`config.mk`:
```
export PLATFORM = sky130hd
export DESIGN_NAME = hist_accum
export DESIGN_NICKNAME = d
export VERILOG_FILES = /design/src/rtl/hist_acc_pkg.sv /design/src/rtl/hist_clear_sweep.sv /design/src/rtl/hist_bin_update.sv /design/src/rtl/hist_drop_counter.sv /design/src/rtl/hist_accum.sv
export SDC_FILE = /design/constraint.sdc
export NUM_CORES = 1
export LEC_CHECK = 0
export BUFFER_PORTS_ARGS = -buffer_cell sky130_fd_sc_hd__buf_2
export CAP_MARGIN = 25
export CORE_ASPECT_RATIO = 1.1
export CORE_MARGIN = 8
export CORE_UTILIZATION = 52
export CTS_CLUSTER_DIAMETER = 150
export CTS_CLUSTER_SIZE = 10
export DETAILED_ROUTE_END_ITERATION = 7
export PLACE_DENSITY_LB_ADDON = 0.12
export SYNTH_ARGS = -nofsm -noshare
export SYNTH_HDL_FRONTEND = slang
export SYNTH_SLANG_ARGS = --single-unit
```
`constraint.sdc`:
```
create_clock -name clk -period 2.2 [get_ports clk]
set_clock_uncertainty 0.1 [all_clocks]
set_input_delay 0.22 -clock clk [delete_from_list [all_inputs] [get_ports clk]]
set_output_delay 0.22 -clock clk [all_outputs]
set_load 0.05 [all_outputs]
```
`src/rtl/hist_acc_pkg.sv`:
```
// Package: shared controller state type for the histogram engine.
// Assumes nothing beyond SystemVerilog enum support.
package hist_acc_pkg;
    typedef enum logic [2:0] {
        ST_IDLE,
        ST_CLEAR,
        ST_WAIT,
        ST_READ,
        ST_INCR,
        ST_WRITE,
        ST_DONE
    } hist_state_e;
endpackage

```
`src/rtl/hist_clear_sweep.sv`:
```
// Module: address counter for the memory clear sweep.
// Counts up while run is high and returns to 0 on restart. last flags the
// final address. Assumes the sweep covers the full 2^ADDR_W space.
module hist_clear_sweep #(
    parameter int ADDR_W = 15
) (
    input  logic              clk,
    input  logic              rst_n,
    input  logic              restart,
    input  logic              run,
    output logic [ADDR_W-1:0] addr,
    output logic              last
);
    logic [ADDR_W-1:0] cnt_q;

    // Sweep address: reset or restart to zero, advance during the sweep.
    always_ff @(posedge clk) begin
        if (!rst_n || restart) cnt_q <= '0;
        else if (run)          cnt_q <= cnt_q + 1'b1;
    end

    assign addr = cnt_q;
    assign last = (cnt_q == {ADDR_W{1'b1}});
endmodule

```
`src/rtl/hist_bin_update.sv`:
```
// Module: increment stage of the read-increment-write update.
// Captures the read data plus one, and compares the new count with the
// target (unsigned, greater or equal). Assumes read data is valid when
// load is high.
module hist_bin_update #(
    parameter int CNT_W = 16
) (
    input  logic             clk,
    input  logic             rst_n,
    input  logic             load,
    input  logic [CNT_W-1:0] rdata,
    input  logic [CNT_W-1:0] target,
    output logic [CNT_W-1:0] count_q,
    output logic             hit
);
    // Incremented count register.
    always_ff @(posedge clk) begin
        if (!rst_n)    count_q <= '0;
        else if (load) count_q <= rdata + 1'b1;
    end

    assign hit = (count_q >= target);
endmodule

```
`src/rtl/hist_drop_counter.sv`:
```
// Module: saturating counter of samples discarded during updates.
// Clears on start. Assumes inc and clear are never both needed at once
// (clear wins).
module hist_drop_counter #(
    parameter int DROP_W = 16
) (
    input  logic              clk,
    input  logic              rst_n,
    input  logic              clear,
    input  logic              inc,
    output logic [DROP_W-1:0] cnt
);
    localparam logic [DROP_W-1:0] MAXV = {DROP_W{1'b1}};

    // Drop count: clear, or add one until saturated.
    always_ff @(posedge clk) begin
        if (!rst_n || clear)           cnt <= '0;
        else if (inc && (cnt != MAXV)) cnt <= cnt + 1'b1;
    end
endmodule

```
`src/rtl/hist_accum.sv`:
```
// Module: histogram engine top. Clears an external single-port memory,
// then performs read-increment-write on the bin chosen by each sample's
// upper bits, and stops when a bin reaches the target.
// Assumes a synchronous memory with read data one cycle after the address.
module hist_accum
    import hist_acc_pkg::*;
#(
    parameter int SAMPLE_W = 24,
    parameter int ADDR_W   = 15,
    parameter int CNT_W    = 16,
    parameter int DROP_W   = 16
) (
    input  logic                clk,
    input  logic                rst_n,
    input  logic                start_i,
    input  logic [CNT_W-1:0]    target_i,
    input  logic                smp_valid_i,
    input  logic [SAMPLE_W-1:0] smp_data_i,
    output logic [ADDR_W-1:0]   mem_addr_o,
    output logic                mem_we_o,
    output logic [CNT_W-1:0]    mem_wdata_o,
    input  logic [CNT_W-1:0]    mem_rdata_i,
    output logic                busy_o,
    output logic                done_o,
    output logic [DROP_W-1:0]   drop_cnt_o
);
    localparam int LOW_W = SAMPLE_W - ADDR_W;

    hist_state_e       state_q, state_d;
    logic [ADDR_W-1:0] bin_q;
    logic [ADDR_W-1:0] clr_addr;
    logic              clr_last;
    logic [CNT_W-1:0]  new_count;
    logic              at_target;
    logic              updating;
    logic              unused_low_bits;

    assign unused_low_bits = ^smp_data_i[LOW_W-1:0];

    hist_clear_sweep #(.ADDR_W(ADDR_W)) u_sweep (
        .clk     (clk),
        .rst_n   (rst_n),
        .restart (start_i),
        .run     (state_q == ST_CLEAR),
        .addr    (clr_addr),
        .last    (clr_last)
    );

    hist_bin_update #(.CNT_W(CNT_W)) u_update (
        .clk     (clk),
        .rst_n   (rst_n),
        .load    (state_q == ST_INCR),
        .rdata   (mem_rdata_i),
        .target  (target_i),
        .count_q (new_count),
        .hit     (at_target)
    );

    assign updating = (state_q == ST_READ) || (state_q == ST_INCR) ||
                      (state_q == ST_WRITE);

    hist_drop_counter #(.DROP_W(DROP_W)) u_drop (
        .clk   (clk),
        .rst_n (rst_n),
        .clear (start_i),
        .inc   (smp_valid_i && updating),
        .cnt   (drop_cnt_o)
    );

    // Next-state logic: start has priority, then the sweep and update sequence.
    always_comb begin
        state_d = state_q;
        if (start_i) begin
            state_d = ST_CLEAR;
        end else begin
            unique case (state_q)
                ST_CLEAR: if (clr_last) state_d = ST_WAIT;
                ST_WAIT:  if (smp_valid_i) state_d = ST_READ;
                ST_READ:  state_d = ST_INCR;
                ST_INCR:  state_d = ST_WRITE;
                ST_WRITE: state_d = at_target ? ST_DONE : ST_WAIT;
                default:  state_d = state_q;
            endcase
        end
    end

    // State register.
    always_ff @(posedge clk) begin
        if (!rst_n) state_q <= ST_IDLE;
        else        state_q <= state_d;
    end

    // Bin register: captured from the sample's upper bits when accepted.
    always_ff @(posedge clk) begin
        if (!rst_n)
            bin_q <= '0;
        else if (state_q == ST_WAIT && smp_valid_i && !start_i)
            bin_q <= smp_data_i[SAMPLE_W-1 -: ADDR_W];
    end

    // Memory port drive per state.
    always_comb begin
        mem_addr_o  = bin_q;
        mem_we_o    = 1'b0;
        mem_wdata_o = '0;
        if (state_q == ST_CLEAR) begin
            mem_addr_o = clr_addr;
            mem_we_o   = 1'b1;
        end else if (state_q == ST_WRITE) begin
            mem_we_o    = 1'b1;
            mem_wdata_o = new_count;
        end
    end

    assign busy_o = (state_q == ST_CLEAR) || (state_q == ST_WAIT) || updating;
    assign done_o = (state_q == ST_DONE);
endmodule

```
==> results.yml, run 1 <==
run_status:
  outcome: "finished, final reports clean"
hold_path:
  worstHoldStart: "smp_data_i[19]"
  min_path_cells: 3
  hold_path.class: "primary input to flip-flop"
timing:
  relSlewSlack_pct: 53.4
  fmaxAchievable_ghz: 0.484
  period_needed_ps: 2060
  timing.final.hold_violations: 0
  tightest_slew_ps: 699
  slew_viol_final: 0
  timing.final.crit_share_pct: 93.8
  tns_ps: 0
  setup-violations-final: 0
  rsz0062_at_grt: "no"
detailed_routing:
  drtPass1Iterations: 4
  drc: 0
  viasPerCell: 5.49
  vias: 3690
  totalWireLength_mm: 9.98
  wl_per_cell_um: 14.8
  drtIter0Drc: 120
  ant_nets: 0
die:
  ioPinCount: 110
  die_area_mm2: 0.0103
  start_util_pct: 53.7
  chipHeight_um: 105
  core_mm2: 0.00705
  rows: 32
  die_x_um: 97.3
pwr:
  internal_power_mw: 1.93
  p_per_area_mw_per_mm2: 548
  ir_drop_mv: 0.331
  power.leakage_nw: 2.08
  comb_power_share_pct: 8.9
  clockPowerShare_pct: 44.7
  pwr-share-seq_pct: 46.5
  swShare_pct: 24.0
  p_sw_uw: 609
synth:
  synthTopCellsByArea: "dfxtp_1, nand2_1, mux2i_1"
  seq_area_frac_synth_pct: 34.4
  synth.top_cell.area_share_pct: 34.4
  synth_nets: 560
  synth_cell_types: 50
  ys_warn_count: 0
  yosys.area.top_type: "dfxtp_1"
  synth_edf_count: 0
  ys_seq_elements: 65
  synth_ff_type: "dfxtp_1"
  netlist_area_mm2: 0.00378
  synthCells: 481
  syn_area_per_cell_um2: 7.87
  async_flop_share_pct: 0
cts:
  cts_max_level: 3
  cts_sinks: 65
  clk_pin_slew_worst_paths_ps: 70
  insertion_delay_ps: 330
  numCtsBuffers: 9
  tritoncts: "built"
  post-cts-setup-buffers: 0
  root_buffer: "clkbuf_8"
  clk_path_buf_depth: 2
global_route:
  grt_max_degree: 32
  grt_pass1_wl_mm: 16.7
  grt_pass1_vias: 3714
  antenna_found_initial: 0
  track_usage_pct: 19.0
  overflow: 0
job:
  drv_cap: 0
worst_setup_path:
  start_kind: "flip-flop"
  worst_r2r_endpoint: "u_sweep.addr[13]$_SDFFE_PP0P_"
  reg2reg_setup_slack_ps: 240
  crit_required_ps: 1880
  cp-endpoint: "mem_addr_o[2]"
  startpoint: "state_q[2]$_SDFFE_PP0P_"
  path_max_fanout: 18
  crit_path_end_kind: "primary output"
  worstSetupPathType: "flip-flop to primary output"
  arrival_ps: 1740
  rr_worst_depth: 4
  r2r_start: "state_q[2]$_SDFFE_PP0P_"
cells_and_area:
  fin_util_pct: 65.9
  nets: 661
  antennaDiodeCount: 0
  drive_gt1_share_pct: 24.0
  area_growth_pct: 22.6
  fill_cells: 624
  stdcell_count: 672
place:
  dp_hpwl_mm: 7.50
  place.gp.congestion: 0.798
  io_buffers: 100
  dp_cells: 655
## worst max-delay path, stage by stage, from the launching register on
cell and delay (ps):
dfxtp_1 370, or3b_4 460, buf_4 220, nand2_1 100
nand2_1 60, buf_2 210
## cells by family after synthesis
| family | count (synthesis) | share of synthesized area (%) |
|---|---|---|
| DFF | 65 | 34.4 |
| AOI/OAI and AO/OA | 84 | 14.0 |
| buffers and inverters | 56 | 5.92 |
| adders and majority gates | 19 | 6.28 |
| xor gates and xnor gates | 22 | 5.09 |
| and+or+nand+nor | 211 | 28.0 |
| muxes | 24 | 6.35 |
## synth_stat cells (all sizes together) (2+ instances only)
cell / number
nand2: 75
dfxtp: 65
nor2: 39
inv: 28
a21oi: 27
mux2i: 24
clkbuf: 23
o21ai: 21
and3: 20
ha: 19
nand3: 15
xor2: 15
nand4: 14
a211oi: 12
nand2b: 11
nor4: 9
xnor2: 7
nor3: 6
and4: 5
buf: 5
or3: 4
or4: 4
a31oi: 3
o31ai: 3
a2111o: 2
a31o: 2
and2: 2
nor2b: 2
o2111ai: 2
o21a: 2
o41ai: 2
## flip-flops by register name, summed over array words and instances, names as in the netlist
name,cells
bin_q,15
state_q,3
u_drop.cnt,16
u_sweep.addr,15
u_update.count_q,16
## repair_timing
action | CTS | global route
hold buffers | 1 | 0
gates resized for setup | 2 | 1
endpoints found under the setup margin | 1 | 1
endpoints found under the hold margin | 1 | 0
## power groups by stage
stage	registers (mW)	logic, mW	clock network (mW)
3_3_place_gp	1.21	0.216	0
4_1_cts	1.18	0.226	1.16
5_1_grt	1.18	0.248	1.21
3_5_place_dp	1.21	0.221	0
6_report	1.18	0.225	1.14
2_1_floorplan	1.21	0.127	0
## per-layer routing
layer	part of all wire [%]	GRT usage (%)	up-vias
met3	3.8	3.85	17
met1	45	21.8	1693
met4	1.7	7.80	0
met2	50	33.8	79
met5	0	0	-
li1	-	-	1901
## through the flow
stage | hold WS [ps] | total power [mW] | area, µm² | worst slack, ps
2_1_floorplan | 216 | 1.34 | 3790 | -316
5_1_grt | 13.8 | 2.64 | 4640 | 44.1
3_3_place_gp | 345 | 1.43 | 4410 | 225
6_report | 18.7 | 2.54 | 4640 | 135
3_5_place_dp | 342 | 1.43 | 4410 | 198
4_1_cts | 3.54 | 2.57 | 4640 | 85.5
## worst min-delay path by stage
stage,end,slack [ps]
after floorplan,u_update.count_q[0]$_SDFFE_PN0P_,220
after global placement,u_update.count_q[0]$_SDFFE_PN0P_,340
after detailed placement,u_update.count_q[0]$_SDFFE_PN0P_,340
after CTS,bin_q[6]$_SDFFE_PN0P_,4
after global routing,bin_q[7]$_SDFFE_PN0P_,10
final,bin_q[10]$_SDFFE_PN0P_,20
## cells in the final DEF, fill, tap and decap left out, types with 7 or more instances in the layout
master and instances:
xnor2_1 7, nor2_1 39, ha_1 19, nand2b_1 11, xor2_1 15, nand3_1 15, and3_1 20, clkbuf_8 10
nor4_1 8, a21oi_1 27, buf_4 18, dfxtp_1 65, inv_1 28, a211oi_1 12, nand4_1 14, mux2i_1 24
o21ai_0 20, buf_2 99, nand2_1 75
## layout make-up
type,count,area (µm²),area share [%]
clock buffer,11,141,3.05
sequential,65,1300,28.0
multi-input combinational,360,2270,48.9
timing repair buffer,118,641,13.8
clock inverter,5,78.8,1.70
inverter,28,105,2.26
tap,85,106,2.29
No activity file was read; power rests on OpenSTA's default activity.
==> inputs of run 2 (changes only) <==
--- a/config.mk
+++ b/config.mk
@@ -6,7 +6,6 @@
 export NUM_CORES = 1
 export LEC_CHECK = 0
 export BUFFER_PORTS_ARGS = -buffer_cell sky130_fd_sc_hd__buf_2
-export CAP_MARGIN = 25
 export CORE_ASPECT_RATIO = 1.1
 export CORE_MARGIN = 8
 export CORE_UTILIZATION = 52
@@ -14,6 +13,7 @@
 export CTS_CLUSTER_SIZE = 10
 export DETAILED_ROUTE_END_ITERATION = 7
 export PLACE_DENSITY_LB_ADDON = 0.12
+export RECOVER_POWER = 25
 export SYNTH_ARGS = -nofsm -noshare
 export SYNTH_HDL_FRONTEND = slang
 export SYNTH_SLANG_ARGS = --single-unit
==> run 2 against run 1 <==
Against the previous run: power about the same; worst hold slack about the same; via count decreased by 0.11%; routed wire length increased by 0.27%; clock power about the same; sequential share of layout area increased by 0.20 points; design area decreased by 0.70%; core utilization decreased by 0.46 points; non-clock buffer count unchanged; count of clock-buffer cells in the layout unchanged; maximum frequency about the same; first-iteration DRC count increased by 18%.
==> results.yml, run 2 (synthesis gave the netlist of run 1 again) <==
global_route:
  use_met3_pct: 3.85
  grt-busiest-layer: "met2"
  met1_usage_pct: 21.8
  antenna_found_initial: 0
  grt_pass1_vias: 3714
  overflow: 0
  grt_use_met2_pct: 33.8
  grt_pass1_wl_mm: 16.7
  grt_max_degree: 32
  track_usage_pct: 19.0
place:
  dp_cells: 655
  placed_area_mm2: 0.00441
  dpl_worst_slack_ps: 198
  io_buffers: 100
  dp_hpwl_mm: 7.50
  place.gp.congestion: 0.798
timing:
  tightest_slew_ps: 694
  timing.final.hold_violations: 0
  setup-violations-final: 0
  period_needed_ps: 2060
  fmaxAchievable_ghz: 0.485
  timing.final.crit_share_pct: 93.8
  setup_ws_ps: 136
  slew_viol_final: 0
  tns_ps: 0
  rsz0062_at_grt: "no"
  relSlewSlack_pct: 53.7
worst_setup_path:
  r2r_start: "state_q[1]$_SDFFE_PP0P_"
  path_max_fanout: 18
  worstSetupPathType: "flip-flop to primary output"
  crit_family: "simple AND/OR/NAND/NOR gates"
  worst_r2r_endpoint: "u_drop.cnt[14]$_SDFFE_PP0P_"
  rr_worst_depth: 5
  slowest_stage: "or3b_4"
  cpMostUsedCell: "nand2_1"
  crit_buf_inv: 2
  start_kind: "flip-flop"
  crit_required_ps: 1880
  crit_path_end_kind: "primary output"
  arrival_ps: 1740
  reg2reg_setup_slack_ps: 240
  critPathMaxStageDelay_ps: 460
  crit_chain: "or3b_4, buf_4, nand2_1, nand2_1, buf_2"
hold_path:
  min_path_cells: 3
  worstHoldStart: "smp_data_i[19]"
  hold_path.class: "primary input to flip-flop"
  hold_path_end: "bin_q[10]$_SDFFE_PN0P_"
cells_and_area:
  area_growth_pct: 21.8
  fill_cells: 641
  drive_gt1_share_pct: 21.0
  final_common_cell: "buf_2"
  nets: 661
  design_area_mm2: 0.00461
  antennaDiodeCount: 0
  stdcell_count: 672
  top_regs: "u_drop.cnt: 16 flops, u_update.count_q: 16 flops"
  layout_common_cells: "buf_2, nand2_1, dfxtp_1"
detailed_routing:
  drc: 0
  drtIter0Drc: 141
  viasPerCell: 5.49
  drtPass1Iterations: 4
  wl_per_cell_um: 14.9
  totalWireLength_mm: 10.0
  vias: 3686
  ant_nets: 0
die:
  die_area_mm2: 0.0103
  chipHeight_um: 105
  die_x_um: 97.3
  start_util_pct: 53.7
  core_mm2: 0.00705
  ioPinCount: 110
  rows: 32
pwr:
  clockPowerShare_pct: 44.6
  comb_power_share_pct: 8.9
  ir_drop_mv: 0.332
  p_sw_uw: 607
  internal_power_mw: 1.93
  power.leakage_nw: 2.01
  swShare_pct: 23.9
  pwr-share-seq_pct: 46.5
  p_per_area_mw_per_mm2: 551
  total_power_mw: 2.54
cts:
  cts_sinks: 65
  numCtsBuffers: 9
  cts_max_level: 3
  clk_pin_slew_worst_paths_ps: 70
  root_buffer: "clkbuf_8"
  clk_path_buf_depth: 2
  insertion_delay_ps: 340
  tritoncts: "built"
job:
  drv_cap: 0
run_status:
  outcome: "finished, final reports clean"
run 2: worst max-delay path by stage:
stage	end	depth (start not counted)	startpoint	slack [ps]
global placement	u_sweep.addr[13]$_SDFFE_PP0P_	4	state_q[2]$_SDFFE_PP0P_	220
detailed placement	u_sweep.addr[9]$_SDFFE_PP0P_	4	state_q[2]$_SDFFE_PP0P_	200
finish	mem_addr_o[2]	5	state_q[2]$_SDFFE_PP0P_	140
global route	mem_addr_o[4]	4	state_q[2]$_SDFFE_PP0P_	50
floorplan	mem_addr_o[14]	5	state_q[0]$_SDFFE_PN0P_	-320
CTS	mem_addr_o[4]	4	state_q[2]$_SDFFE_PP0P_	90
run 2: layout make-up:
cell class	count	area (µm²)	share of cell area, %
inverters	28	105	2.28
clock buffers	11	141	3.07
flip-flops and latches	65	1300	28.2
repair buffers	118	618	13.4
clock inverters	5	78.8	1.71
multi-input cells	360	2260	49.0
well taps	85	106	2.31
run 2: worst reg2reg max path, stage by stage (launching register included):
cell and delay, ps:
dfxtp_1 330, buf_4 160, and4b_1 260, o2111ai_1 370, nor4b_1 460, mux2i_1 220
run 2: metal layers:
metal / share of wire, % / up-vias
li1: - / 1902
met1: 45 / 1687
met2: 50 / 80
met3: 3.9 / 17
met4: 1.6 / 0
met5: 0 / -
run 2: what timing repair did:
action	CTS	global route
gates resized for setup	2	1
hold buffers	1	0
endpoints found under the setup margin	1	1
endpoints found under the hold margin	1	0
setup buffers	0	0
run 2: power by group through the flow:
stage	logic [mW]	registers (mW)	clock network (mW)
2_1_floorplan	0.127	1.21	0
3_3_place_gp	0.216	1.21	0
3_5_place_dp	0.221	1.21	0
4_1_cts	0.226	1.18	1.16
5_1_grt	0.248	1.18	1.21
6_report	0.225	1.18	1.13
run 2: metrics by stage:
stage / utilization (%) / hold slack [ps]
2_1_floorplan: - / 216
3_3_place_gp: 62.5 / 345
3_5_place_dp: 62.5 / 342
4_1_cts: 65.9 / 3.54
5_1_grt: 65.4 / 14.6
6_report: 65.4 / 19.1
==> inputs of run 3 (changes only) <==
--- a/config.mk
+++ b/config.mk
@@ -5,13 +5,13 @@
 export SDC_FILE = /design/constraint.sdc
 export NUM_CORES = 1
 export LEC_CHECK = 0
-export BUFFER_PORTS_ARGS = -buffer_cell sky130_fd_sc_hd__buf_2
 export CORE_ASPECT_RATIO = 1.1
 export CORE_MARGIN = 8
-export CORE_UTILIZATION = 52
+export CORE_UTILIZATION = 64
 export CTS_CLUSTER_DIAMETER = 150
 export CTS_CLUSTER_SIZE = 10
 export DETAILED_ROUTE_END_ITERATION = 7
+export DONT_BUFFER_PORTS = 1
 export PLACE_DENSITY_LB_ADDON = 0.12
 export RECOVER_POWER = 25
 export SYNTH_ARGS = -nofsm -noshare
==> run 3 against run 2 <==
Against the previous run: sequential share of layout area decreased by 1.0 points; maximum frequency decreased by 1.4%; non-clock buffer count decreased by 32; final cell count decreased by 5.8%; sequential cell count unchanged; die area decreased by 16%; via count increased by 4.8%; count of clock-buffer cells in the layout decreased by 1; largest cell class unchanged; largest power group unchanged; highest routed layer unchanged.
==> results.yml, run 3 (synthesis gave the netlist of run 1 again) <==
pwr:
  clockPowerShare_pct: 42.4
  pwr-share-seq_pct: 48.7
  comb_power_share_pct: 8.9
  p_per_area_mw_per_mm2: 508
  p_sw_uw: 612
  internal_power_mw: 1.82
  ir_drop_mv: 0.359
  power.leakage_nw: 1.91
  swShare_pct: 25.2
place:
  dp_hpwl_mm: 7.42
  io_buffers: 0
  dp_cells: 589
  place.gp.congestion: 0.849
worst_setup_path:
  cpMostUsedCell: "nand2_1"
  worstSetupPathType: "flip-flop to primary output"
  critPathMaxStageDelay_ps: 440
  crit_chain: "or3b_1, buf_4, nand2_1, nand2_1, buf_12"
  start_kind: "flip-flop"
  reg2reg_setup_slack_ps: 190
  arrival_ps: 1770
  path_max_fanout: 18
  crit_buf_inv: 2
  crit_required_ps: 1880
  crit_path_end_kind: "primary output"
  slowest_stage: "or3b_1"
  crit_family: "simple AND/OR/NAND/NOR gates"
die:
  die_x_um: 89.3
  die_area_mm2: 0.00863
  chipHeight_um: 96.7
  core_mm2: 0.00573
  start_util_pct: 66.0
  ioPinCount: 110
  rows: 29
cells_and_area:
  layout_common_cells: "nand2_1, dfxtp_1, nor2_1"
  area_growth_pct: 26.3
  final_common_cell: "nand2_1"
  nets: 629
  drive_gt1_share_pct: 12.1
  top_regs: "u_drop.cnt: 16 flops, u_update.count_q: 16 flops"
  stdcell_count: 633
global_route:
  grt_max_degree: 32
  track_usage_pct: 27.3
  grt_pass1_wl_mm: 18.8
  overflow: 0
  grt_pass1_vias: 3908
  antenna_found_initial: 1
timing:
  timing.final.hold_violations: 0
  whs_ps: 3.94
  rsz0062_at_grt: "no"
  tightest_slew_ps: 751
  slew_viol_final: 0
  fmaxAchievable_ghz: 0.478
  relSlewSlack_pct: 49.7
  setup-violations-final: 0
  period_needed_ps: 2090
  timing.final.crit_share_pct: 95.1
detailed_routing:
  drc: 0
  vias: 3862
  totalWireLength_mm: 11.5
  drtIter0Drc: 205
  viasPerCell: 6.10
  wl_per_cell_um: 18.2
  drtPass1Iterations: 5
  ant_nets: 0
cts:
  tritoncts: "built"
  clk_path_buf_depth: 2
  insertion_delay_ps: 350
  cts_sinks: 65
  numCtsBuffers: 9
  clk_pin_slew_worst_paths_ps: 80
  root_buffer: "clkbuf_8"
  post-cts-setup-buffers: 0
  cts_max_level: 3
job:
  drv_cap: 0
hold_path:
  hold_path.class: "primary input to flip-flop"
run_status:
  outcome: "finished, final reports clean"
run 3: changes by cell type in the layout (fill, tap and decap cells not counted), moves of 2 or more:
cell	change
buf_12	+13
buf_2	-83
buf_4	+13
clkbuf_1	-2
clkinv_2	+2
dlygate4sd3_1	+26
run 3: worst register-to-register path: cells and delay by family, from the launching register on:
kind               cells  cell delay, ps
and+or+nand+nor        2             990
DFF                    1             360
AOI/OAI and AO/OA      2             460
run 3: cell type report:
| cell class | count | area [µm²] |
|---|---|---|
| Multi-Input combinational cell | 360 | 2260 |
| Sequential cell | 65 | 1300 |
| Fill cell | 375 | 953 |
| Timing Repair Buffer | 86 | 817 |
| Clock buffer | 10 | 138 |
| Inverter | 28 | 105 |
| Tap cell | 77 | 96.3 |
| Clock inverter | 6 | 57.6 |
| Antenna cell | 1 | 2.50 |
run 3: worst paths after layout:
kind / start / depth (start not counted) / to
setup / recovery: state_q[2]$_SDFFE_PP0P_ / 5 / mem_addr_o[2]
hold / removal: mem_rdata_i[3] / 2 / u_update.count_q[3]$_SDFFE_PN0P_
setup reg to reg: state_q[2]$_SDFFE_PP0P_ / 4 / u_sweep.addr[13]$_SDFFE_PP0P_
hold reg to reg: u_drop.cnt[4]$_SDFFE_PP0P_ / 2 / u_drop.cnt[4]$_SDFFE_PP0P_
run 3: power by group through the flow:
stage / Clock, mW / Sequential [mW] / Combinational (mW)
floorplan: 0 / 1.21 / 0.127
global placement: 0 / 1.21 / 0.161
detailed placement: 0 / 1.21 / 0.164
CTS: 1.01 / 1.18 / 0.210
global route: 1.08 / 1.18 / 0.235
finish: 1.03 / 1.18 / 0.217
run 3: metal layers:
metal	routed length (µm)	track usage, %
met5	0	0
met3	746	6.26
met2	6120	48.9
met4	486	15.4
met1	4190	27.7
run 3: through the flow:
step	TNS, ps	instance area [µm²]	util (%)	worst slack [ps]	total power, mW
final	0	4780	83.4	107	2.43
after floorplan	-632	3790	-	-316	1.34
after detailed placement	0	4380	76.3	303	1.37
after CTS	0	4840	84.4	25.9	2.40
after global routing	0	4780	83.4	45.2	2.50
after global placement	0	4380	76.3	345	1.37
run 3: repair_timing:
action                                  CTS  global route
gates resized for setup                   0             1
endpoints found under the setup margin    0            10
hold endpoints to repair                 28             0
hold buffers                             27             0
